**src/rtl/wbb_pkg.sv**
```systemverilog
package wbb_pkg;

   typedef enum logic [1:0] {
      ST_IDLE,
      ST_WRITE,
      ST_RDREQ,
      ST_RDWAIT
   } wbb_state_e;

endpackage

```
**src/rtl/wbb_fifo.sv**
```systemverilog
module wbb_fifo #(
   parameter int AW    = 16,
   parameter int DW    = 64,
   parameter int DEPTH = 4
) (
   input  logic          clk,
   input  logic          rst_n,
   input  logic          push,
   input  logic [AW-1:0] push_addr,
   input  logic [DW-1:0] push_data,
   input  logic          pop,
   input  logic [AW-1:0] look_addr,
   output logic          full,
   output logic          empty,
   output logic [AW-1:0] head_addr,
   output logic [DW-1:0] head_data,
   output logic          hit,
   output logic [DW-1:0] hit_data
);

   localparam int PW = $clog2(DEPTH);
   localparam int CW = PW + 1;

   if (DEPTH < 2 || (DEPTH & (DEPTH - 1)) != 0) begin : g_bad_depth
      $error("wbb_fifo: DEPTH must be a power of two of at least 2");
   end
   if (AW < 1 || DW < 1) begin : g_bad_width
      $error("wbb_fifo: widths must be positive");
   end

   logic [AW-1:0] addr_q [DEPTH];
   logic [DW-1:0] data_q [DEPTH];
   logic [PW-1:0] wr_ptr, rd_ptr;
   logic [CW-1:0] cnt;

   always_ff @(posedge clk) begin
      if (!rst_n) begin
         wr_ptr <= '0;
         rd_ptr <= '0;
         cnt    <= '0;
      end else begin
         if (push) wr_ptr <= wr_ptr + 1'b1;
         if (pop)  rd_ptr <= rd_ptr + 1'b1;
         cnt <= cnt + CW'(push) - CW'(pop);
      end
   end

   always_ff @(posedge clk) begin
      if (push) begin
         addr_q[wr_ptr] <= push_addr;
         data_q[wr_ptr] <= push_data;
      end
   end

   assign full      = (cnt == CW'(DEPTH));
   assign empty     = (cnt == '0);
   assign head_addr = addr_q[rd_ptr];
   assign head_data = data_q[rd_ptr];

   // per-slot age (distance from head) and live compare
   logic [PW-1:0]    age      [DEPTH];
   logic [DEPTH-1:0] slot_hit;

   for (genvar g = 0; g < DEPTH; g++) begin : g_slot
      assign age[g]      = PW'(g) - rd_ptr;
      assign slot_hit[g] = ({1'b0, age[g]} < cnt) && (addr_q[g] == look_addr);
   end

   // newest match = largest age among hits
   logic [PW-1:0] best_age;
   always_comb begin
      hit      = 1'b0;
      hit_data = '0;
      best_age = '0;
      for (int i = 0; i < DEPTH; i++) begin
         if (slot_hit[i] && (!hit || age[i] > best_age)) begin
            hit      = 1'b1;
            best_age = age[i];
            hit_data = data_q[i];
         end
      end
   end

   a_r4_no_overflow: assert property (@(posedge clk) disable iff (!rst_n)
      !(push && full));

   a_r5_no_underflow: assert property (@(posedge clk) disable iff (!rst_n)
      !(pop && empty));

endmodule

```
**src/rtl/wbb_ctrl.sv**
```systemverilog
module wbb_ctrl
   import wbb_pkg::*;
#(
   parameter int AW      = 16,
   parameter int DW      = 64,
   parameter int FORWARD = 1
) (
   input  logic          clk,
   input  logic          rst_n,
   input  logic          rd_valid,
   input  logic          rd_evict,
   input  logic [AW-1:0] rd_addr,
   output logic          rd_ready,
   output logic          rd_resp_valid,
   output logic [DW-1:0] rd_resp_data,
   input  logic          hit,
   input  logic [DW-1:0] hit_data,
   input  logic          full,
   input  logic          empty,
   input  logic [AW-1:0] head_addr,
   input  logic [DW-1:0] head_data,
   output logic          pop,
   output logic          evict_push,
   output logic          mem_req_valid,
   input  logic          mem_req_ready,
   output logic          mem_req_we,
   output logic [AW-1:0] mem_req_addr,
   output logic [DW-1:0] mem_req_wdata,
   input  logic          mem_rsp_valid,
   input  logic [DW-1:0] mem_rsp_data
);

   if (FORWARD != 0 && FORWARD != 1) begin : g_bad_mode
      $error("wbb_ctrl: FORWARD must be 0 or 1");
   end

   logic use_fwd, hold_rd;

   if (FORWARD == 1) begin : g_forward
      assign use_fwd = hit;
      assign hold_rd = 1'b0;
   end else begin : g_ordered
      assign use_fwd = 1'b0;
      assign hold_rd = hit;
   end

   wbb_state_e    st_q, st_d;
   logic [AW-1:0] rd_addr_q;
   logic          resp_v_q;
   logic [DW-1:0] resp_d_q;
   logic          rd_go;

   assign rd_ready   = (st_q == ST_IDLE) && !hold_rd && !(rd_evict && full);
   assign rd_go      = rd_valid && rd_ready;
   assign evict_push = rd_go && rd_evict;

   always_comb begin
      st_d = st_q;
      unique case (st_q)
         ST_IDLE: begin
            if (rd_go)       st_d = use_fwd ? ST_IDLE : ST_RDREQ;
            else if (!empty) st_d = ST_WRITE;
         end
         ST_WRITE:  if (mem_req_ready) st_d = ST_IDLE;
         ST_RDREQ:  if (mem_req_ready) st_d = ST_RDWAIT;
         ST_RDWAIT: if (mem_rsp_valid) st_d = ST_IDLE;
         default:   st_d = ST_IDLE;
      endcase
   end

   always_ff @(posedge clk) begin
      if (!rst_n) begin
         st_q      <= ST_IDLE;
         resp_v_q  <= 1'b0;
         resp_d_q  <= '0;
         rd_addr_q <= '0;
      end else begin
         st_q     <= st_d;
         resp_v_q <= (rd_go && use_fwd) || (st_q == ST_RDWAIT && mem_rsp_valid);
         if (rd_go) rd_addr_q <= rd_addr;
         if (rd_go && use_fwd)                    resp_d_q <= hit_data;
         else if (st_q == ST_RDWAIT && mem_rsp_valid) resp_d_q <= mem_rsp_data;
      end
   end

   assign mem_req_valid = (st_q == ST_WRITE) || (st_q == ST_RDREQ);
   assign mem_req_we    = (st_q == ST_WRITE);
   assign mem_req_addr  = (st_q == ST_WRITE) ? head_addr : rd_addr_q;
   assign mem_req_wdata = head_data;
   assign pop           = (st_q == ST_WRITE) && mem_req_ready;
   assign rd_resp_valid = resp_v_q;
   assign rd_resp_data  = resp_d_q;

   a_r10_req_stable: assert property (@(posedge clk) disable iff (!rst_n)
      (mem_req_valid && !mem_req_ready) |=>
         (mem_req_valid && $stable(mem_req_we) && $stable(mem_req_addr)
          && (!mem_req_we || $stable(mem_req_wdata))));

   a_r11_resp_pulse: assert property (@(posedge clk) disable iff (!rst_n)
      rd_resp_valid |=> !rd_resp_valid);

   a_r3_read_next: assert property (@(posedge clk) disable iff (!rst_n)
      (rd_go && !use_fwd) |=> (mem_req_valid && !mem_req_we));

   a_r8_evict_room: assert property (@(posedge clk) disable iff (!rst_n)
      evict_push |-> !full);

endmodule

```
**src/rtl/wbuf_bypass.sv**
```systemverilog
module wbuf_bypass #(
   parameter int ADDR_W  = 16,
   parameter int LINE_W  = 64,
   parameter int DEPTH   = 4,
   parameter int FORWARD = 1
) (
   input  logic              clk,
   input  logic              rst_n,
   input  logic              wr_valid,
   output logic              wr_ready,
   input  logic [ADDR_W-1:0] wr_addr,
   input  logic [LINE_W-1:0] wr_data,
   input  logic              rd_valid,
   output logic              rd_ready,
   input  logic [ADDR_W-1:0] rd_addr,
   input  logic              rd_evict,
   input  logic [ADDR_W-1:0] ev_addr,
   input  logic [LINE_W-1:0] ev_data,
   output logic              rd_resp_valid,
   output logic [LINE_W-1:0] rd_resp_data,
   output logic              mem_req_valid,
   input  logic              mem_req_ready,
   output logic              mem_req_we,
   output logic [ADDR_W-1:0] mem_req_addr,
   output logic [LINE_W-1:0] mem_req_wdata,
   input  logic              mem_rsp_valid,
   input  logic [LINE_W-1:0] mem_rsp_data
);

   logic              full, empty, hit, pop, evict_push, push;
   logic [ADDR_W-1:0] head_addr, push_addr;
   logic [LINE_W-1:0] head_data, hit_data, push_data;

   // eviction takes the single enqueue slot in its cycle
   assign wr_ready  = !full && !evict_push;
   assign push      = evict_push || (wr_valid && wr_ready);
   assign push_addr = evict_push ? ev_addr : wr_addr;
   assign push_data = evict_push ? ev_data : wr_data;

   wbb_fifo #(.AW(ADDR_W), .DW(LINE_W), .DEPTH(DEPTH)) u_fifo (
      .clk       (clk),
      .rst_n     (rst_n),
      .push      (push),
      .push_addr (push_addr),
      .push_data (push_data),
      .pop       (pop),
      .look_addr (rd_addr),
      .full      (full),
      .empty     (empty),
      .head_addr (head_addr),
      .head_data (head_data),
      .hit       (hit),
      .hit_data  (hit_data)
   );

   wbb_ctrl #(.AW(ADDR_W), .DW(LINE_W), .FORWARD(FORWARD)) u_ctrl (
      .clk           (clk),
      .rst_n         (rst_n),
      .rd_valid      (rd_valid),
      .rd_evict      (rd_evict),
      .rd_addr       (rd_addr),
      .rd_ready      (rd_ready),
      .rd_resp_valid (rd_resp_valid),
      .rd_resp_data  (rd_resp_data),
      .hit           (hit),
      .hit_data      (hit_data),
      .full          (full),
      .empty         (empty),
      .head_addr     (head_addr),
      .head_data     (head_data),
      .pop           (pop),
      .evict_push    (evict_push),
      .mem_req_valid (mem_req_valid),
      .mem_req_ready (mem_req_ready),
      .mem_req_we    (mem_req_we),
      .mem_req_addr  (mem_req_addr),
      .mem_req_wdata (mem_req_wdata),
      .mem_rsp_valid (mem_rsp_valid),
      .mem_rsp_data  (mem_rsp_data)
   );

   a_r4_ready_low_full: assert property (@(posedge clk) disable iff (!rst_n)
      full |-> !wr_ready);

endmodule

```
**config.mk**
```make
export PLATFORM = sky130hd
export DESIGN_NAME = wbuf_bypass
export DESIGN_NICKNAME = d
export VERILOG_FILES = /design/src/rtl/wbb_pkg.sv /design/src/rtl/wbb_fifo.sv /design/src/rtl/wbb_ctrl.sv /design/src/rtl/wbuf_bypass.sv
export SDC_FILE = /design/constraint.sdc
export NUM_CORES = 1
export LEC_CHECK = 0
export CORE_ASPECT_RATIO = 0.7
export CORE_MARGIN = 2
export CORE_UTILIZATION = 40
export CTS_CLUSTER_DIAMETER = 50
export DETAILED_ROUTE_END_ITERATION = 16
export DONT_BUFFER_PORTS = 1
export PLACE_DENSITY = 0.65
export SLEW_MARGIN = 0
export SYNTH_ARGS = -nofsm -noshare
export SYNTH_HDL_FRONTEND = slang
export SYNTH_SLANG_ARGS = --single-unit
```
**constraint.sdc**
```tcl
create_clock -name clk -period 7.85 [get_ports clk]
set_clock_uncertainty 0.2 [all_clocks]
set_input_delay 0.3925 -clock clk [delete_from_list [all_inputs] [get_ports clk]]
set_output_delay 0.3925 -clock clk [all_outputs]
set_load 0.1 [all_outputs]
```
Word-level counts from Yosys, hierarchy flattened
Memories as Yosys holds them, arrays and structs flattened. A register that Yosys moved wholly into a read port is not among the register bits.
Index checks and enable logic that the tools add are counted.
Widths: inputs -> output; s select.
{"block": "classes", "magnitude_cmp": 7, "eq_ne": 12, "muxes": 29, "n_addsub": 8, "n_reduce_logical": 32}
{"op": "$mux 64", "count": 7}
{"op": "$eq 16x16->1", "count": 4}
{"op": "$mux 16", "count": 2}
{"op": "$mux 2", "count": 13}
{"op": "$logic_and 1x1->1", "count": 16}
{"op": "$lt 2x3->1", "count": 4}
{"op": "$pmux 2 s4", "count": 1}
{"op": "$gt 2x2->1", "count": 3}
{"op": "$logic_not 1->1", "count": 6}
{"op": "$logic_or 1x1->1", "count": 6}
{"op": "$mux 1", "count": 6}
{"op": "$ne 2x2->1 const B", "count": 3}
{"op": "$add 2x1->2 const B", "count": 2}
{"op": "$eq 2x2->1 const B", "count": 2}
{"op": "$reduce_and 4->1", "count": 1}
{"op": "$sub 1x2->2 const A", "count": 2}
{"op": "$sub 2x2->2 const A", "count": 2}
{"op": "$add 3x1->3", "count": 1}
{"op": "$eq 3x3->1 const B", "count": 1}
{"op": "$logic_not 3->1", "count": 1}
{"op": "$ne 3x3->1 const B", "count": 1}
{"op": "$sub 3x1->3", "count": 1}
{"op": "$eq 2x1->1 const B", "count": 1}
{"op": "$logic_not 2->1", "count": 1}
{"op": "$reduce_bool 2->1", "count": 1}
{"block": "totals", "out_inout_bits": 149, "memories": 2, "elab_cells": 97, "mem_bits_rw": 320, "input_bits": 247, "regBits": 90}
{"memory": "u_fifo.data_q", "depth": 4, "word_bits": 64, "rd": 5, "rd_ports_with_merged_regs": 1, "write_ports": 1, "line_no": "wbb_fifo.sv:32", "source": "logic [DW-1:0] data_q [DEPTH];"}
{"memory": "u_fifo.addr_q", "depth": 4, "word_bits": 16, "rd": 5, "rd_ports_with_merged_regs": 1, "write_ports": 1, "line_no": "wbb_fifo.sv:31", "source": "logic [AW-1:0] addr_q [DEPTH];"}

Depth between registers and ports, before layout
{"block": "depth", "depth_word": 19, "ltp_mapped": 27, "depth_no_buf": 22}

Hierarchy
Synthesis repeated with hierarchy kept, for this count alone.
{"block": "unflattened", "hier_cells": 1594, "area_unflattened_um2": 22445.3}
{"module": "wbb_fifo", "cells_per_inst": 948, "seq_area_each_um2": 9789.4, "n_inst": 1, "area_per_inst_um2": 15850.2}
{"module": "wbb_ctrl", "cells_per_inst": 554, "seq_area_each_um2": 1661.6, "n_inst": 1, "area_per_inst_um2": 5215.0}
{"module": "wbuf_bypass", "cells_per_inst": 92, "seq_area_each_um2": 0.0, "n_inst": 1, "area_per_inst_um2": 1380.1}

Worst setup path after synthesis
OpenSTA, ideal clock, no wires.
{"block": "synth_timing", "kind": "register to register", "startpoint": "reg u_ctrl.st_q[0]", "endpoint": "mem u_fifo.addr_q[0][0], enable pin", "period_less_slack_ps": 5731, "t_arrival_ps": 5084, "stages_incl_launch_ff": 10, "path_slack_ps": 2119, "path_buffers": 1, "setup_ps": 447, "required_time_ps": 7203, "path_cell_list": "dfxtp_1 > inv_1 > ha_1 > inv_1 > a31oi_1 > and2_1 > clkbuf_1 > nand2_1 > nand2_1 > and2_1"}
{"block": "synth_via", "elab_chain_len": 10}
{"element": "from (decl)", "line_no": "wbb_ctrl.sv:47", "source": "wbb_state_e st_q, st_d;"}
{"element": "from (signal assigned)", "line_no": "wbb_ctrl.sv:78", "source": "st_q <= st_d;"}
{"element": "$logic_not 2->1 *", "line_no": "wbb_ctrl.sv:53", "source": "assign rd_ready = (st_q == ST_IDLE) && !hold_rd && !(rd_evict && full);"}
{"element": "$logic_and 1x1->1 *", "line_no": "wbb_ctrl.sv:53"}
{"element": "named net rd_ready", "line_no": "wbuf_bypass.sv:14", "source": "output logic rd_ready,"}
{"element": "$logic_and 1x1->1 *", "line_no": "wbb_ctrl.sv:54", "source": "assign rd_go = rd_valid && rd_ready;"}
{"element": "$logic_and 1x1->1 *", "line_no": "wbb_ctrl.sv:55", "source": "assign evict_push = rd_go && rd_evict;"}
{"element": "$logic_not 1->1", "line_no": "wbuf_bypass.sv:35", "source": "assign wr_ready = !full && !evict_push;"}
{"element": "$logic_and 1x1->1", "line_no": "wbuf_bypass.sv:35"}
{"element": "$logic_and 1x1->1", "line_no": "wbuf_bypass.sv:36", "source": "assign push = evict_push || (wr_valid && wr_ready);"}
{"element": "$logic_or 1x1->1 *", "line_no": "wbuf_bypass.sv:36"}
{"element": "named net push", "line_no": "wbuf_bypass.sv:30", "source": "logic full, empty, hit, pop, evict_push, push;"}
{"element": "$mux 1 *", "line_no": "wbb_fifo.sv:49", "source": "if (push) begin"}
{"element": "$mux 1 (not written as such) *", "line_no": "wbb_fifo.sv:50", "source": "addr_q[wr_ptr] <= push_addr;"}
{"element": "to (decl)", "line_no": "wbb_fifo.sv:31"}
Mark *: on every way through the listed nets, which the timed path passes. The rest lies on a longest branch.

Worst setup path after layout
{"block": "layout_timing", "startpoint": "reg u_fifo.rd_ptr[1]", "endpoint": "reg u_ctrl.resp_d_q[62], in the netlist u_ctrl.rd_resp_data[62]"}
{"block": "layout_via", "elab_chain_len": 18, "elab_cells_between_ends": 38, "classes_between": "add/sub (4); order compare (7); mux (12); reduce/logical (15)"}
{"element": "from (decl)", "line_no": "wbb_fifo.sv:33", "source": "logic [PW-1:0] wr_ptr, rd_ptr;"}
{"element": "from (signal assigned)", "line_no": "wbb_fifo.sv:43", "source": "if (pop) rd_ptr <= rd_ptr + 1'b1;"}
{"element": "$sub 1x2->2", "line_no": "wbb_fifo.sv:65", "source": "assign age[g] = PW'(g) - rd_ptr;"}
{"element": "$lt 2x3->1", "line_no": "wbb_fifo.sv:66", "source": "assign slot_hit[g] = ({1'b0, age[g]} < cnt) && (addr_q[g] == look_addr);"}
{"element": "$logic_and 1x1->1", "line_no": "wbb_fifo.sv:66"}
{"element": "$mux 2 or $mux 1 (tied branches)", "line_no": "wbb_fifo.sv:76", "source": "if (slot_hit[i] && (!hit || age[i] > best_age)) begin"}
{"element": "$gt 2x2->1 or $logic_not 1->1 (tied branches)", "line_no": "wbb_fifo.sv:76"}
{"element": "$logic_or 1x1->1", "line_no": "wbb_fifo.sv:76"}
{"element": "$logic_and 1x1->1", "line_no": "wbb_fifo.sv:76"}
{"element": "$mux 2 or $mux 1 (tied branches)", "line_no": "wbb_fifo.sv:76"}
{"element": "[... 2 more ...]"}
{"element": "$logic_and 1x1->1", "line_no": "wbb_fifo.sv:76"}
{"element": "$mux 2 or $mux 1 (tied branches)", "line_no": "wbb_fifo.sv:76"}
{"element": "$gt 2x2->1 or $logic_not 1->1 (tied branches)", "line_no": "wbb_fifo.sv:76"}
{"element": "$logic_or 1x1->1", "line_no": "wbb_fifo.sv:76"}
{"element": "$logic_and 1x1->1", "line_no": "wbb_fifo.sv:76"}
{"element": "$mux 1", "line_no": "wbb_fifo.sv:76"}
{"element": "$logic_and 1x1->1", "line_no": "wbb_ctrl.sv:81", "source": "if (rd_go && use_fwd) resp_d_q <= hit_data;"}
{"element": "$mux 64 or $reduce_bool 2->1 (tied branches)"}
{"element": "to (signal assigned)", "line_no": "wbb_ctrl.sv:81"}
{"element": "to (signal assigned)", "line_no": "wbb_ctrl.sv:82", "source": "else if (st_q == ST_RDWAIT && mem_rsp_valid) resp_d_q <= mem_rsp_data;"}
{"element": "to (decl)", "line_no": "wbb_ctrl.sv:50", "source": "logic [DW-1:0] resp_d_q;"}
Several ways; a longest one is shown, not always the timed one.
A chain may end at the register's enable or synchronous reset.

==> impl_metrics.toml <==
[placement]
placed_area_um2 = 20400
gp_congestion = 0.830
pre_cts_ws_ns = 1.11
io_buffers = 0
dp_hpwl_um = 36200

[grt]
grt_max_degree = 82
overflow = 0
antenna_found_initial = 0
grt.busiest_layer = "met2"
grt_pass1_vias = 15049
global_route.usage.met2_pct = 38.4
grtUsageTotal_pct = 23.7
grtUsageMet3_pct = 6.66
grt_first_pass_wirelength_um = 92400
met1_usage_pct = 31.2

[clock_tree]
post_cts_buffers = 0
cts_sinks = 412
cts_made_buffers = 44
cts_buffer_depth = 3
clock_latency_ns = 0.57
cts.htree.levels = 2
root_buffer = "clkbuf_16"
path_clk_slew_ns = 0.06
cts_tree = "built"

[setup_path]
worstPathMaxFanout = 37
cp.arrival_ns = 7.16
r2r-start = "u_fifo.rd_ptr[1]"
end_kind = "flip-flop"
worstSetupStartpoint = "u_fifo.rd_ptr[1]"
cp-start-kind = "flip-flop"
path_class = "flip-flop to flip-flop"
worstPathRequired_ns = 8.11

[die]
dieArea_um2 = 51500
ios = 396
rows = 68
die_w_um = 270
die_y_um = 190
core_area_um2 = 49200
initial_core_util_pct = 40.4

[synth]
synth_edf_count = 320
async_flop_share_pct = 0
yosysUniqueCellTypes = 43
synth_area_per_cell_um2 = 12.9
ys_seq_area_share_pct = 57.6
yosysTopAreaCellShare_pct = 48.4
ys_top_cells_by_area = "edfxtp_1 48%, dfxtp_1 9.3%, mux4_2 9.1%"
yosys_warnings = 0
yosysTopAreaCell = "edfxtp_1"
synth_nets = 1811
syn_area_um2 = 19900
ys.flop_type = "edfxtp_1"
ys_ff_latch = 412
synthCells = 1543

[run_status]
status = "finished, final reports clean"

[sta]
slew_headroom_pct = 19.3
maxSlewViolCount = 0
fin_tns_setup_ns = 0
max_freq_mhz = 145
period_share_pct = 87.9
holdWs_ns = 0.0632
hold_viol_final = 0
setup_viol = 0
fin_ws_ns = 0.953
worst_pin_slew_ns = 1.21
rsz0062_at_grt = "false"
fin_crit_ns = 6.90

[power]
p_leak_nw = 7.74
totalPowerFinal_w = 0.00821
p_per_area_nw_per_um2 = 335
peakVddDrop_mv = 0.177

[final_layout]
fillers = 4195
final_cell_area_um2 = 24500
drive_gt1_share_pct = 17.4
n_antenna_cell = 0
synthToLayoutAreaGrowth_pct = 23.3
nets = 2001

[min_path]
hp-class = "primary input to flip-flop"
holdCritStartpoint = "mem_req_ready"

[drt]
drt-total-wl_um = 63300
firstDrtPassIters = 5
dr_total_vias = 14635
drtAntennaViolNets = 0
drc = 0
via_per_inst = 6.01
drt_iter0_drc = 1428
avgRoutedWirePerCell_um = 26.0

[flow_run]
maxCapViolCount = 0
## report_power, final
group          leakage, nW  switching (W)  total, W  internal (W)
clock                0.720       0.000876   0.00211       0.00124
combinational         3.33        0.00231   0.00301      0.000693
sequential            3.69       0.000299   0.00309       0.00279
## synthesized netlist by cell type (2+ instances only)
library cell / instances
a21oi_1: 132
a21oi_2: 2
a221oi_1: 4
a221oi_2: 20
a311o_1: 64
a31oi_1: 2
and2_1: 9
buf_1: 14
buf_2: 41
buf_6: 3
clkbuf_1: 80
dfxtp_1: 92
edfxtp_1: 320
ha_1: 20
inv_1: 15
mux2_2: 97
mux2i_1: 27
mux4_2: 80
nand2_1: 226
nand3_1: 108
nand4_1: 12
nor2_1: 16
nor3_1: 65
nor4_1: 6
o21ai_1: 3
o22ai_1: 2
xnor2_1: 51
xor2_1: 17
## worst paths after layout
| kind | end | slack [ns] | depth (start not counted) |
|---|---|---|---|
| max | u_ctrl.rd_resp_data[62] | 0.95 | 24 |
| min | flip-flop | 0.06 | 2 |
| max reg2reg | u_ctrl.rd_resp_data[62] | 0.95 | 24 |
| min reg2reg | u_ctrl.rd_addr_q[14] | 0.25 | 2 |
## critical path, cell delays in order (launching register included)
cell and delay [ns]:
dfxtp_1 0.40, inv_1 0.12, ha_1 0.39, inv_1 0.11, ha_1 0.29, a21oi_1 0.19
o211ai_1 0.18, nor2_4 0.12, buf_4 0.34, a21oi_4 0.12, nor3_1 0.14, a21oi_1 0.09
ha_1 0.32, a21oi_1 0.13, a21oi_1 0.09, a21oi_4 0.13, or2_4 0.39, mux2_2 0.39
ha_1 0.30, nor2b_1 0.13, o21ai_0 0.23, o21ai_4 0.90, buf_4 0.62, a21oi_1 0.17
a221oi_2 0.28
## through the flow
| step | instances | utilization [%] |
|---|---|---|
| 2_1_floorplan | 1543 | - |
| 6_report | 2434 | 49.8 |
| 3_5_place_dp | 2088 | 41.4 |
| 4_1_cts | 2434 | 49.8 |
| 5_1_grt | 2434 | 49.8 |
| 3_3_place_gp | 2088 | 41.4 |
## cell type report
class                      count  area (µm²)  share of cell area [%]
timing repair buffer         283        2800                    11.4
clock inverter                24         246                    1.01
clock buffer                  58        1220                    5.00
sequential                   412       11500                    46.8
tap                          665         832                    3.40
multi-input combinational    976        7860                    32.1
inverter                      16        60.1                   0.245
## state kept, by name, indices dropped and copies added (netlist names), named ones only
signal                flops
u_fifo.data_q           256
u_ctrl.rd_resp_data      64
u_fifo.addr_q            64
u_ctrl.rd_addr_q         16
u_fifo.cnt                3
u_ctrl.st_q               2
u_fifo.rd_ptr             2
u_fifo.wr_ptr             2
u_ctrl.rd_resp_valid      1
## cell usage in the layout (no fill, tap or decap), types with 4 or more instances in the layout
master         netlist  layout
a221oi_1             4       4
dfxtp_1             92      90
a311o_1             64      64
nand3_1            108     108
nor3_1              65      65
clkbuf_8             0       5
dlygate4sd3_1        0     263
xnor2_1             51      51
xor2_1              17      17
clkbuf_16            0      45
nand4_1             12      12
clkbuf_1            80       8
edfxtp_1           320     320
nor2_1              16      16
clkinv_1             0       6
ha_1                20      19
mux2i_1             27      27
mux4_2              80      80
a221oi_2            20      20
bufinv_16            0       4
and2_4               0       5
inv_1               15      15
mux2_2              97      97
clkinv_2             0       7
a21oi_1            132     131
nor4_1               6       6
and2_1               9       4
buf_4                1      19
nand2_1            226     224
## per-layer routing
| metal | share of wire [%] | vias to the layer above |
|---|---|---|
| met5 | 0 | - |
| met4 | 2.0 | 0 |
| met3 | 10 | 101 |
| met2 | 48 | 875 |
| met1 | 40 | 7400 |
| li1 | - | 6259 |
## cells by family after synthesis
family | count (synthesis) | synth area share, %
AO/OA/AOI/OAI | 235 | 8.75
buffers and inverters | 155 | 3.32
multiplexers | 205 | 16.0
XOR/XNOR | 68 | 3.00
flip-flops | 412 | 57.6
AND/OR/NAND/NOR | 447 | 9.95
adder cells (fa/ha/maj) | 21 | 1.36
## what timing repair did
item,in CTS,in global routing
resized for setup,0,0
hold buffers,264,0
endpoints found under the hold margin,399,0
Note: power is estimated with default switching activity, not from simulation.
